===== config.mk =====
export PLATFORM = sky130hd
export DESIGN_NAME = bres_top
export DESIGN_NICKNAME = d
export VERILOG_FILES = /design/src/rtl/bres_pkg.sv /design/src/rtl/bres_decode.sv /design/src/rtl/bres_pend.sv /design/src/rtl/bres_top.sv
export SDC_FILE = /design/constraint.sdc
export NUM_CORES = 1
export LEC_CHECK = 0
export ABC_AREA = 1
export CAP_MARGIN = 40
export CORE_MARGIN = 2
export CORE_UTILIZATION = 50
export CTS_BUF_LIST = sky130_fd_sc_hd__clkbuf_4 sky130_fd_sc_hd__clkbuf_8
export CTS_CLUSTER_SIZE = 28
export DETAILED_ROUTE_END_ITERATION = 8
export DONT_BUFFER_PORTS = 1
export SKIP_CTS_REPAIR_TIMING = 1
export SYNTH_ARGS = -nofsm -noshare
export SYNTH_HDL_FRONTEND = slang
export SYNTH_SLANG_ARGS = --single-unit

===== constraint.sdc =====
create_clock -name clk -period 2.9 [get_ports clk]
set_input_delay 0.435 -clock clk [delete_from_list [all_inputs] [get_ports clk]]
set_output_delay 0.435 -clock clk [all_outputs]
set_load 0.1 [all_outputs]

===== src/rtl/bres_pkg.sv =====
package bres_pkg;

  typedef enum logic [2:0] {
    OC_NONE      = 3'd0,
    OC_UNPRED    = 3'd1,
    OC_CORRECT   = 3'd2,
    OC_WRONG_DIR = 3'd3,
    OC_WRONG_TGT = 3'd4,
    OC_INTR      = 3'd5,
    OC_SUSPEND   = 3'd6,
    OC_HALT      = 3'd7
  } outcome_e;

  typedef struct packed {
    logic squash;
    logic update;
    logic taken;
  } action_t;

  // Map one outcome code to the commands it calls for.
  function automatic action_t outcome_action(input outcome_e code);
    action_t a;
    a = '0;
    case (code)
      OC_UNPRED:    begin a.squash = 1'b1; a.update = 1'b1; a.taken = 1'b1; end
      OC_CORRECT:   begin a.update = 1'b1; end
      OC_WRONG_DIR: begin a.squash = 1'b1; a.update = 1'b1; a.taken = 1'b0; end
      OC_WRONG_TGT: begin a.squash = 1'b1; a.taken = 1'b1; end
      default:      a = '0;
    endcase
    return a;
  endfunction

endpackage


===== src/rtl/bres_decode.sv =====
module bres_decode
  import bres_pkg::*;
(
  input  logic       accept,
  input  logic [2:0] code,
  input  logic       fault,
  input  logic       tried,
  output logic       do_squash,
  output logic       do_up_now,
  output logic       do_up_later,
  output logic       squash_taken
);

  action_t act;
  logic    live;

  always_comb begin
    act          = outcome_action(outcome_e'(code));
    live         = accept && !fault && tried;
    do_squash    = live && act.squash;
    do_up_now    = live && act.update && !act.squash;
    do_up_later  = live && act.update && act.squash;
    squash_taken = act.taken;
  end

  always_comb begin
    if (fault || !tried)
      assert_filter_R1 : assert (!do_squash && !do_up_now && !do_up_later)
        else $error("filtered record produced a command (R1/R2)");
  end

endmodule


===== src/rtl/bres_pend.sv =====
module bres_pend #(
  parameter int SEQ_W = 16,
  parameter int TID_W = 2
) (
  input  logic             clk,
  input  logic             rst_n,
  input  logic             load,
  input  logic [SEQ_W-1:0] load_seq,
  input  logic [TID_W-1:0] load_tid,
  output logic             pend_valid,
  output logic [SEQ_W-1:0] pend_seq,
  output logic [TID_W-1:0] pend_tid
);

  always_ff @(posedge clk) begin
    if (!rst_n) begin
      pend_valid <= 1'b0;
      pend_seq   <= '0;
      pend_tid   <= '0;
    end else begin
      pend_valid <= load;
      if (load) begin
        pend_seq <= load_seq;
        pend_tid <= load_tid;
      end
    end
  end

  assert_load_next_R4 : assert property (@(posedge clk) disable iff (!rst_n)
    load |=> pend_valid && pend_seq == $past(load_seq) && pend_tid == $past(load_tid));

  assert_single_pend_R8 : assert property (@(posedge clk) disable iff (!rst_n)
    pend_valid |-> !load);

endmodule


===== src/rtl/bres_top.sv =====
module bres_top #(
  parameter int SEQ_W  = 16,
  parameter int ADDR_W = 32,
  parameter int TID_W  = 2
) (
  input  logic              clk,
  input  logic              rst_n,
  input  logic              in_valid,
  input  logic [2:0]        in_code,
  input  logic [TID_W-1:0]  in_tid,
  input  logic [SEQ_W-1:0]  in_seq,
  input  logic [ADDR_W-1:0] in_target,
  input  logic              in_fault,
  input  logic              in_tried,
  output logic              in_ready,
  output logic              sq_valid,
  output logic [SEQ_W-1:0]  sq_seq,
  output logic [ADDR_W-1:0] sq_target,
  output logic              sq_taken,
  output logic [TID_W-1:0]  sq_tid,
  output logic              up_valid,
  output logic [SEQ_W-1:0]  up_seq,
  output logic [TID_W-1:0]  up_tid
);

  logic             accept;
  logic             do_squash, do_up_now, do_up_later, squash_taken;
  logic             pend_valid;
  logic [SEQ_W-1:0] pend_seq;
  logic [TID_W-1:0] pend_tid;

  assign in_ready = !pend_valid;
  assign accept   = in_valid && in_ready;

  bres_decode u_dec (
    .accept       (accept),
    .code         (in_code),
    .fault        (in_fault),
    .tried        (in_tried),
    .do_squash    (do_squash),
    .do_up_now    (do_up_now),
    .do_up_later  (do_up_later),
    .squash_taken (squash_taken)
  );

  bres_pend #(.SEQ_W(SEQ_W), .TID_W(TID_W)) u_pend (
    .clk        (clk),
    .rst_n      (rst_n),
    .load       (do_up_later),
    .load_seq   (in_seq),
    .load_tid   (in_tid),
    .pend_valid (pend_valid),
    .pend_seq   (pend_seq),
    .pend_tid   (pend_tid)
  );

  always_comb begin
    sq_valid  = do_squash;
    sq_seq    = do_squash ? in_seq : '0;
    sq_tid    = do_squash ? in_tid : '0;
    sq_taken  = do_squash && squash_taken;
    sq_target = (do_squash && squash_taken) ? in_target : '0;
    up_valid  = pend_valid || do_up_now;
    up_seq    = pend_valid ? pend_seq : (do_up_now ? in_seq : '0);
    up_tid    = pend_valid ? pend_tid : (do_up_now ? in_tid : '0);
  end

  assert_excl_R10 : assert property (@(posedge clk) disable iff (!rst_n)
    !(sq_valid && up_valid));

  assert_busy_R8 : assert property (@(posedge clk) disable iff (!rst_n)
    pend_valid |-> !in_ready && !sq_valid);

  assert_pair_R6 : assert property (@(posedge clk) disable iff (!rst_n)
    do_up_later |=> up_valid && up_seq == $past(sq_seq) && up_tid == $past(sq_tid));

  assert_zero_tgt_R6 : assert property (@(posedge clk) disable iff (!rst_n)
    (sq_valid && !sq_taken) |-> sq_target == '0);

  assert_wrong_tgt_R7 : assert property (@(posedge clk) disable iff (!rst_n)
    (accept && in_code == 3'd4 && !in_fault && in_tried) |=> !up_valid);

endmodule


==> results of run 1 <==
## synth_stat cells
cell and instances:
sky130_fd_sc_hd__inv_2 2, sky130_fd_sc_hd__nand3_1 19, sky130_fd_sc_hd__clkbuf_1 4, sky130_fd_sc_hd__buf_6 2, sky130_fd_sc_hd__inv_1 92, sky130_fd_sc_hd__buf_1 1, sky130_fd_sc_hd__nor2_1 69, sky130_fd_sc_hd__buf_2 7
sky130_fd_sc_hd__o21ai_0 16, sky130_fd_sc_hd__nand4_1 18, sky130_fd_sc_hd__nor3_2 1, sky130_fd_sc_hd__nor3_4 1, sky130_fd_sc_hd__nor2_4 1, sky130_fd_sc_hd__nand2_2 1, sky130_fd_sc_hd__buf_4 2, sky130_fd_sc_hd__o21ai_1 2
sky130_fd_sc_hd__nand3_2 1, sky130_fd_sc_hd__nand2_1 40, sky130_fd_sc_hd__dfxtp_1 19, sky130_fd_sc_hd__nand3_4 1, sky130_fd_sc_hd__nor2_2 1
## logic make-up after synthesis
| kind of cell | after synthesis | synth area share [%] |
|---|---|---|
| AND/OR/NAND/NOR | 153 | 43.2 |
| flip-flops | 19 | 23.6 |
| AO/OA/AOI/OAI | 18 | 5.60 |
| buffers and inverters | 110 | 27.6 |
## stage by stage
step | instances | instance area (um^2)
after floorplan | 300 | 1620
after global placement | 403 | 3190
==> flow_summary.ini, run 1 <==
[yosys]
synth_top_cells_by_area = sky130_fd_sc_hd__dfxtp_1 24%, sky130_fd_sc_hd__inv_1 21%, sky130_fd_sc_hd__nor2_1 16%
synthesis.nets = 358
synth-warning-count = 0
ys_seq_area_share_pct = 23.6
netlist_area_um2 = 1610
post_synth_top_area_cell = sky130_fd_sc_hd__dfxtp_1
post_synth.cell_area_avg_um2 = 5.36
syn-instance-count = 300
synth_top_cell_area_share_pct = 23.6
synth.distinct_cells = 21
postSynthRegisterBits = 19

[run_status]
run.stop_error = [ERROR DPL-0038] Utilization greater than 100%, impossible to legalize
outcome = stopped before the end
halt_point_of_the_flow = detailed placement (3_5_place_dp)

[floorplanning]
initial_cell_density_of_the_core_pct = 52.7
dieWidth_um = 60.7
floorplan.io_pins = 130
die_height_um = 60.7
std_cell_rows = 20

[placed_design]
finalWeightedCongestion = 0.918
io_buffer_count = 0
==> run 2: changes to the inputs <==
Settings changed: CORE_UTILIZATION 50 to 35, CTS_BUF_LIST sky130_fd_sc_hd__clkbuf_4 sky130_fd_sc_hd__clkbuf_8 to not set, CTS_CLUSTER_SIZE 28 to not set, PLACE_DENSITY_LB_ADDON set to 0.15.
==> flow_summary.ini, run 2 <==
[hold_path]
min_path_cells = 2
hp-class = primary input to flop

[finish]
largest_register_ffs = 16
stdcell_count = 415
stdcell_area_um2 = 3250
nNetsFinal = 422
reg_top3 = u_pend.pend_seq: 16 flops, u_pend.pend_tid: 2 flops, u_pend.pend_valid: 1 flops
layout.cells.most_common_list = 91 x sky130_fd_sc_hd__inv_1, 69 x sky130_fd_sc_hd__buf_12, 51 x sky130_fd_sc_hd__nor2_2
final_common_cell = sky130_fd_sc_hd__inv_1
syn_to_final_growth_pct = 102
num_antenna_cells = 0
register_with_the_highest_flop_count = u_pend.pend_seq
final_layout_size_suffix_gt1_share_pct = 43.3

[yosys]
synth_top_cell_area_share_pct = 23.6
syn-instance-count = 300
synth_top_cells_by_area = sky130_fd_sc_hd__dfxtp_1 24%, sky130_fd_sc_hd__inv_1 21%, sky130_fd_sc_hd__nor2_1 16%
synthesis.nets = 358
synth.cells.most_frequent = 92 x sky130_fd_sc_hd__inv_1, 69 x sky130_fd_sc_hd__nor2_1, 40 x sky130_fd_sc_hd__nand2_1
synth.distinct_cells = 21
ys_seq_area_share_pct = 23.6
synth-warning-count = 0
post_synth_top_area_cell = sky130_fd_sc_hd__dfxtp_1
netlist_area_um2 = 1610
postSynthRegisterBits = 19
ys.flop_type = sky130_fd_sc_hd__dfxtp_1
synth_edf_count = 0
synth_most_common_cell = sky130_fd_sc_hd__inv_1
post_synth.cell_area_avg_um2 = 5.36
async_flop_share_pct = 0

[critical_path]
timing_worst_setup_path_type = flop to primary output
worstPathArrival_ns = 1.97
worst-path-stages = 5
endpoint_kind = primary output
cp-start-kind = flop
critical_path.slowest_cell = sky130_fd_sc_hd__nand2_2
max_stage_delay_ns = 0.39
critPathTopFamily = simple AND/OR/NAND/NOR gates
reg2regPathDepth = 5
timing.critical_path.fanout_max = 21
buffers_inverters_on_critical_path = 2
worst-endpoint-required_ns = 2.47
path_cells = nor3_2 > buf_4 > nand2_2 > nor2_2 > buf_12

[clock_network]
total_cts_buffers = 3
cts_tree = built
clock_tree.root_cell = sky130_fd_sc_hd__clkbuf_8
worst_setup_hold_path_clk_slew_ns = 0.07
cts_max_path_buffers = 2
cts_sinks = 19
clock_tree.htree_level_count = 1
worstSkewPairLatency_ns = 0.25

[placed_design]
finalWeightedCongestion = 0.745
postPlaceCellArea_um2 = 3200
post-place-cells = 411
place.detailed.hpwl_um = 4460
io_buffer_count = 0

[global_route]
number_of_global_route_vias_before_repair = 1890
grt_util_all_layers_pct = 21.6
gr-total-overflow = 0
grt_max_degree = 34
global_route_wire_length_before_repair_um = 9050
antenna_found_initial = 0

[floorplanning]
initial_cell_density_of_the_core_pct = 36.7
dieWidth_um = 71.8
die_height_um = 71.8
std_cell_rows = 24
die_area_um2 = 5160
coreArea_um2 = 4380
floorplan.io_pins = 130

[sta]
timing_hold_violations_final = 0
hold_ws_ns = 0.290
finalSetupViolations = 0
grt_setup_unrepaired = no
fin_skew_ns = 0.000969
drv_slew = 0
relSlewSlack_pct = 49.7
timing.fmax_ghz = 0.416
period_share_pct = 82.8
layout_min_cycle_time_ns = 2.40
tightest_slew_ns = 0.751

[drt]
initial_drt_markers = 90
drt-wirelength-per-cell_um = 13.6
detail-route-antenna-nets = 0
drt-vias-per-instance = 4.74
routed_wl_um = 5650
dr.pass1.iters = 4
vias = 1968
remaining_drc_errors = 0

[run]
max_cap_violations = 0

[power]
power.static_leakage_nw = 1.54
power_dens_cells_nw_per_um2 = 203
design_power_total_w = 0.000659
vdd_ir_drop_max_v = 0.000249

[run_status]
outcome = completed
-- run 2: area by class of cell --
class                      count  area (um^2)
tap                           52         65.1
multi-input combinational    171          977
fill                         328         1140
clock inverter                 1         5.00
sequential                    19          380
timing repair buffer          75         1430
clock buffer                   3         41.3
inverter                      94          353
-- run 2: power by group --
| part | switching (W) | internal [W] | leakage [nW] | total [W] |
|---|---|---|---|---|
| Clock | 0.0000894 | 0.0000954 | 0.0255 | 0.000185 |
| Sequential | 0.00000156 | 0.000266 | 0.154 | 0.000268 |
| Combinational | 0.000147 | 0.0000594 | 1.36 | 0.000206 |
-- run 2: final timing paths --
| kind | startpoint | endpoint | slack [ns] |
|---|---|---|---|
| worst max register to register | u_pend.pend_valid | u_pend.pend_seq[10] | 1.47 |
| worst min register to register | u_pend.pend_seq[15] | u_pend.pend_seq[15] | 0.54 |
| worst max-delay path | u_pend.pend_valid | sq_seq[13] | 0.50 |
| worst min-delay path | rst_n | u_pend.pend_valid | 0.29 |
-- run 2: routing by layer --
metal | vias up | routed length (um) | GRT usage, %
met5 | - | 0 | 0
met4 | 0 | 40 | 4.19
met3 | 4 | 461 | 5.20
met2 | 85 | 3140 | 39.8
met1 | 879 | 2010 | 25.3
li1 | 1000 | - | -
-- run 2: stage by stage --
stage	worst slack (ns)	util, %	TNS, ns
detailed placement	0.685	73.0	0
global route	0.368	74.1	0
global placement	0.723	73.0	0
CTS	0.488	74.1	0
floorplan	-0.266	-	-3.36
finish	0.497	74.1	0
-- run 2: logic make-up after synthesis --
kind of cell / after synthesis / synth area share, %
AND/OR/NAND/NOR: 153 / 43.2
flip-flops: 19 / 23.6
AO/OA/AOI/OAI: 18 / 5.60
buffers and inverters: 110 / 27.6
Power figures use the tool's default switching activity.
==> run 3: changes to the inputs <==
Clock period 2.9 ns to 2.47 ns, I/O delays scaled along.
==> flow_summary.ini, run 3 (synthesis gave the netlist of run 2 again) <==
[finish]
largest_register_ffs = 16
stdcell_count = 416
nNetsFinal = 423
reg_top3 = u_pend.pend_seq: 16 flops, u_pend.pend_tid: 2 flops, u_pend.pend_valid: 1 flops
syn_to_final_growth_pct = 104
register_with_the_highest_flop_count = u_pend.pend_seq
num_antenna_cells = 0
final_common_cell = sky130_fd_sc_hd__inv_1
final_layout_size_suffix_gt1_share_pct = 43.4
layout.cells.most_common_list = 91 x sky130_fd_sc_hd__inv_1, 70 x sky130_fd_sc_hd__buf_12, 51 x sky130_fd_sc_hd__nor2_2
final_util_pct = 74.7

[sta]
timing.fmax_ghz = 0.448
tightest_slew_ns = 0.787
period_share_pct = 90.4
layout_min_cycle_time_ns = 2.23
relSlewSlack_pct = 47.3
grt_setup_unrepaired = no
fin_skew_ns = 0.00683
finalSetupViolations = 0
timing_hold_violations_final = 0
drv_slew = 0

[drt]
detail-route-antenna-nets = 0
routed_wl_um = 5880
drt-wirelength-per-cell_um = 14.1
remaining_drc_errors = 0
drt-vias-per-instance = 4.79
initial_drt_markers = 95
vias = 1991
dr.pass1.iters = 4

[power]
power.combinational.fraction_pct = 31.3
power.share.switching_pct = 36.8
vdd_ir_drop_max_v = 0.000188
design_power_total_w = 0.000786
total_switching_power_w = 0.000289
clock_power_share_pct = 28.6
power_dens_cells_nw_per_um2 = 240
power.static_leakage_nw = 1.55
internal_power_w = 0.000497
p_seq_share_pct = 40.0

[global_route]
number_of_global_route_vias_before_repair = 1897
gr-total-overflow = 0
antenna_found_initial = 0
grt_max_degree = 34
global_route_wire_length_before_repair_um = 9470
grt_util_all_layers_pct = 22.8

[floorplanning]
floorplan.io_pins = 130
std_cell_rows = 24
initial_cell_density_of_the_core_pct = 36.7
dieWidth_um = 71.8
die_height_um = 71.8
coreArea_um2 = 4380
die_area_um2 = 5160

[run]
max_cap_violations = 0

[critical_path]
timing.critical_path.fanout_max = 19
r2r_end = u_pend.pend_seq[7]
path_cells = nor3_2 > nand2_2 > nor2_2 > buf_12
endpoint_kind = primary output
worstPathArrival_ns = 1.86
critPathTopFamily = simple AND/OR/NAND/NOR gates
max_stage_delay_ns = 0.41
critical_path.slowest_cell = sky130_fd_sc_hd__nand2_2
worst-endpoint-required_ns = 2.10
endpoint_of_the_most_critical_setup_path = sq_seq[4]
rrSetupSlack_ns = 1.01
reg2regPathDepth = 5
crit_start = u_pend.pend_valid
cp-start-kind = flop
timing_worst_setup_path_type = flop to primary output
crit-reg2reg-launch = u_pend.pend_valid
worst-path-stages = 4
buffers_inverters_on_critical_path = 1

[hold_path]
min_path_cells = 2
hp-class = primary input to flop
holdCritStartpoint = rst_n

[clock_network]
clock_tree.root_cell = sky130_fd_sc_hd__clkbuf_8
cts_max_path_buffers = 2
cts_sinks = 19
total_cts_buffers = 3
worst_setup_hold_path_clk_slew_ns = 0.08
worstSkewPairLatency_ns = 0.26
cts_tree = built
clock_tree.htree_level_count = 1

[placed_design]
post-place-cells = 412
place.detailed.hpwl_um = 4640
io_buffer_count = 0
finalWeightedCongestion = 0.803

[run_status]
outcome = completed
run 3: worst min path at each step:
stage                         end  slack [ns]
3_5_place_dp    u_pend.pend_valid        0.49
5_1_grt        u_pend.pend_seq[0]        0.22
2_1_floorplan  u_pend.pend_seq[0]        0.49
4_1_cts         u_pend.pend_valid        0.21
3_3_place_gp    u_pend.pend_valid        0.49
6_report        u_pend.pend_valid        0.21
run 3: cell type report:
| cell class | instances | area [um^2] |
|---|---|---|
| timing repair buffer | 76 | 1450 |
| multi-input combinational | 171 | 985 |
| sequential | 19 | 380 |
| fill | 334 | 1110 |
| inverter | 94 | 353 |
| tap | 52 | 65.1 |
| clock inverter | 1 | 5.00 |
| clock buffer | 3 | 41.3 |
run 3: power by group through the flow:
stage                     combinational, W  clock (W)  sequential (W)
after CTS                         0.000247   0.000230        0.000315
final                             0.000246   0.000225        0.000315
after detailed placement          0.000246          0        0.000322
after floorplan                   0.000176          0        0.000321
after global placement            0.000242          0        0.000321
after global routing              0.000263   0.000239        0.000315
run 3: worst register-to-register path, cell delays in order (launching register included):
cell and delay, ns:
sky130_fd_sc_hd__dfxtp_1 0.36, sky130_fd_sc_hd__nor2_4 0.42, sky130_fd_sc_hd__nand3_4 0.31, sky130_fd_sc_hd__nand2_1 0.14
sky130_fd_sc_hd__inv_1 0.05, sky130_fd_sc_hd__nor2_1 0.12
run 3: layer usage:
| layer | track usage [%] | share of wire, % |
|---|---|---|
| met1 | 27.8 | 37 |
| met2 | 41.0 | 52 |
| met3 | 4.64 | 8.9 |
| met4 | 5.45 | 1.4 |
| met5 | 0 | 0 |
run 3: metrics by stage:
stage / hold WS, ns / setup WS [ns] / cell area (um^2) / TNS (ns)
finish: 0.212 / 0.238 / 3280 / 0
global route: 0.218 / 0.133 / 3280 / 0
CTS: 0.206 / 0.220 / 3280 / 0
detailed placement: 0.491 / 0.472 / 3230 / 0
global placement: 0.486 / 0.491 / 3230 / 0
floorplan: 0.487 / -0.631 / 1720 / -9.94
==> run 4: changes to the inputs <==
Settings changed: CORE_AREA set to 2 2 63 65, CORE_MARGIN 2 to not set, CORE_UTILIZATION 35 to not set, DIE_AREA set to 0 0 65 67.
==> flow_summary.ini, run 4 (synthesis gave the netlist of run 2 again) <==
[sta]
period_share_pct = 94.5
drv_slew = 0
timing.fmax_ghz = 0.428
finalSetupViolations = 0
fin_tns_setup_ns = 0
relSlewSlack_pct = 59.1
layout_min_cycle_time_ns = 2.33
fin_skew_ns = 0.00466
hold_ws_ns = 0.208
finalWorstSetupSlack_ns = 0.136
grt_setup_unrepaired = no
timing_hold_violations_final = 0
tightest_slew_ns = 0.611

[finish]
final_layout_size_suffix_gt1_share_pct = 43.6
largest_register_ffs = 16
nNetsFinal = 424
final_common_cell = sky130_fd_sc_hd__inv_1
stdcell_count = 413
register_with_the_highest_flop_count = u_pend.pend_seq
syn_to_final_growth_pct = 104
layout.cells.most_common_list = 91 x sky130_fd_sc_hd__inv_1, 70 x sky130_fd_sc_hd__buf_12, 51 x sky130_fd_sc_hd__nor2_2
fillCellCount = 150
stdcell_area_um2 = 3280
final-seq-area_um2 = 380
num_antenna_cells = 0
multi_input_comb_area_um2 = 985
reg_top3 = u_pend.pend_seq: 16 flops, u_pend.pend_tid: 2 flops, u_pend.pend_valid: 1 flops

[drt]
remaining_drc_errors = 0
routed_wl_um = 7020
dr.pass1.iters = 4
initial_drt_markers = 104
drt-wirelength-per-cell_um = 17.0
vias = 2156
drt-vias-per-instance = 5.22
detail-route-antenna-nets = 0

[floorplanning]
die_height_um = 67
initial_cell_density_of_the_core_pct = 44.6
coreArea_um2 = 3610
dieWidth_um = 65
std_cell_rows = 22
floorplan.io_pins = 130
die_area_um2 = 4360

[critical_path]
timing.critical_path.fanout_max = 19
cp-start-kind = flop
worstPathArrival_ns = 1.96
reg2regPathDepth = 5
endpoint_kind = primary output
worst-endpoint-required_ns = 2.10
timing_worst_setup_path_type = flop to primary output

[clock_network]
worstSkewPairLatency_ns = 0.27
worst_setup_hold_path_clk_slew_ns = 0.08
total_cts_buffers = 3
cts_tree = built
cts_sinks = 19
cts_max_path_buffers = 2
clock_tree.htree_level_count = 1
clock_tree.root_cell = sky130_fd_sc_hd__clkbuf_8

[power]
power.share.switching_pct = 37.8
power.combinational.fraction_pct = 31.8
clock_power_share_pct = 28.8
internal_power_w = 0.000498
total_switching_power_w = 0.000303
power.static_leakage_nw = 1.55
vdd_ir_drop_max_v = 0.000336
power_dens_cells_nw_per_um2 = 244
p_seq_share_pct = 39.3

[global_route]
groute.layer.met3.usage_pct = 8.28
gr-max-usage-layer = met2
grtUsageMet2_pct = 63.1
global_route_wire_length_before_repair_um = 10900
number_of_global_route_vias_before_repair = 2194
grt_util_all_layers_pct = 32.9
antenna_found_initial = 0
grt_max_degree = 34
groute.layer.met1.usage_pct = 34.8
gr-total-overflow = 0

[placed_design]
post-place-cells = 409
place.detailed.hpwl_um = 5300
finalWeightedCongestion = 0.779
postPlaceCellArea_um2 = 3230
place_worst_setup_slack_ns = 0.390
io_buffer_count = 0

[run]
max_cap_violations = 0

[run_status]
outcome = completed

[hold_path]
min_path_cells = 2
hp-class = primary input to flop
[run 4: cell types whose count changed in the layout (fill, tap and decap cells not counted)]
| cell | delta |
|---|---|
| sky130_fd_sc_hd__buf_4 | +1 |
[run 4: final cells by class]
| type | instances | area share (%) |
|---|---|---|
| clock buffers | 3 | 1.26 |
| clock inverters | 1 | 0.153 |
| inverters | 94 | 10.8 |
| multi-input cells | 171 | 30.0 |
| flip-flops and latches | 19 | 11.6 |
| well taps | 48 | 1.83 |
| repair buffers | 77 | 44.4 |
[run 4: path summary, 6_finish.rpt]
kind	from	endpoint	slack, ns
max	u_pend.pend_valid	sq_seq[1]	0.14
min	rst_n	u_pend.pend_valid	0.21
max reg2reg	u_pend.pend_valid	u_pend.pend_seq[2]	0.95
min reg2reg	u_pend.pend_seq[10]	u_pend.pend_seq[10]	0.56
[run 4: worst max-delay path, cell delays in order, from the launching register on]
cell	delay, ns
sky130_fd_sc_hd__dfxtp_1	0.36
sky130_fd_sc_hd__nor3_2	0.37
sky130_fd_sc_hd__nand2_2	0.44
sky130_fd_sc_hd__nor2_2	0.31
sky130_fd_sc_hd__buf_12	0.21
[run 4: power groups by stage]
stage	registers (W)	logic [W]	clock network, W
6_report	0.000315	0.000255	0.000230
5_1_grt	0.000315	0.000268	0.000238
4_1_cts	0.000315	0.000254	0.000228
3_5_place_dp	0.000322	0.000251	0
3_3_place_gp	0.000321	0.000242	0
2_1_floorplan	0.000321	0.000176	0
[run 4: per-stage QoR]
stage	power, W	util (%)
finish	0.000800	90.9
global placement	0.000563	89.6
floorplan	0.000497	-
detailed placement	0.000573	89.6
global route	0.000821	90.9
CTS	0.000797	90.9
[run 4: routing by layer]
| layer | up-vias | share of wire, % |
|---|---|---|
| met3 | 17 | 9.0 |
| met5 | - | 0 |
| met1 | 1011 | 32 |
| li1 | 1004 | - |
| met4 | 0 | 2.3 |
| met2 | 124 | 56 |
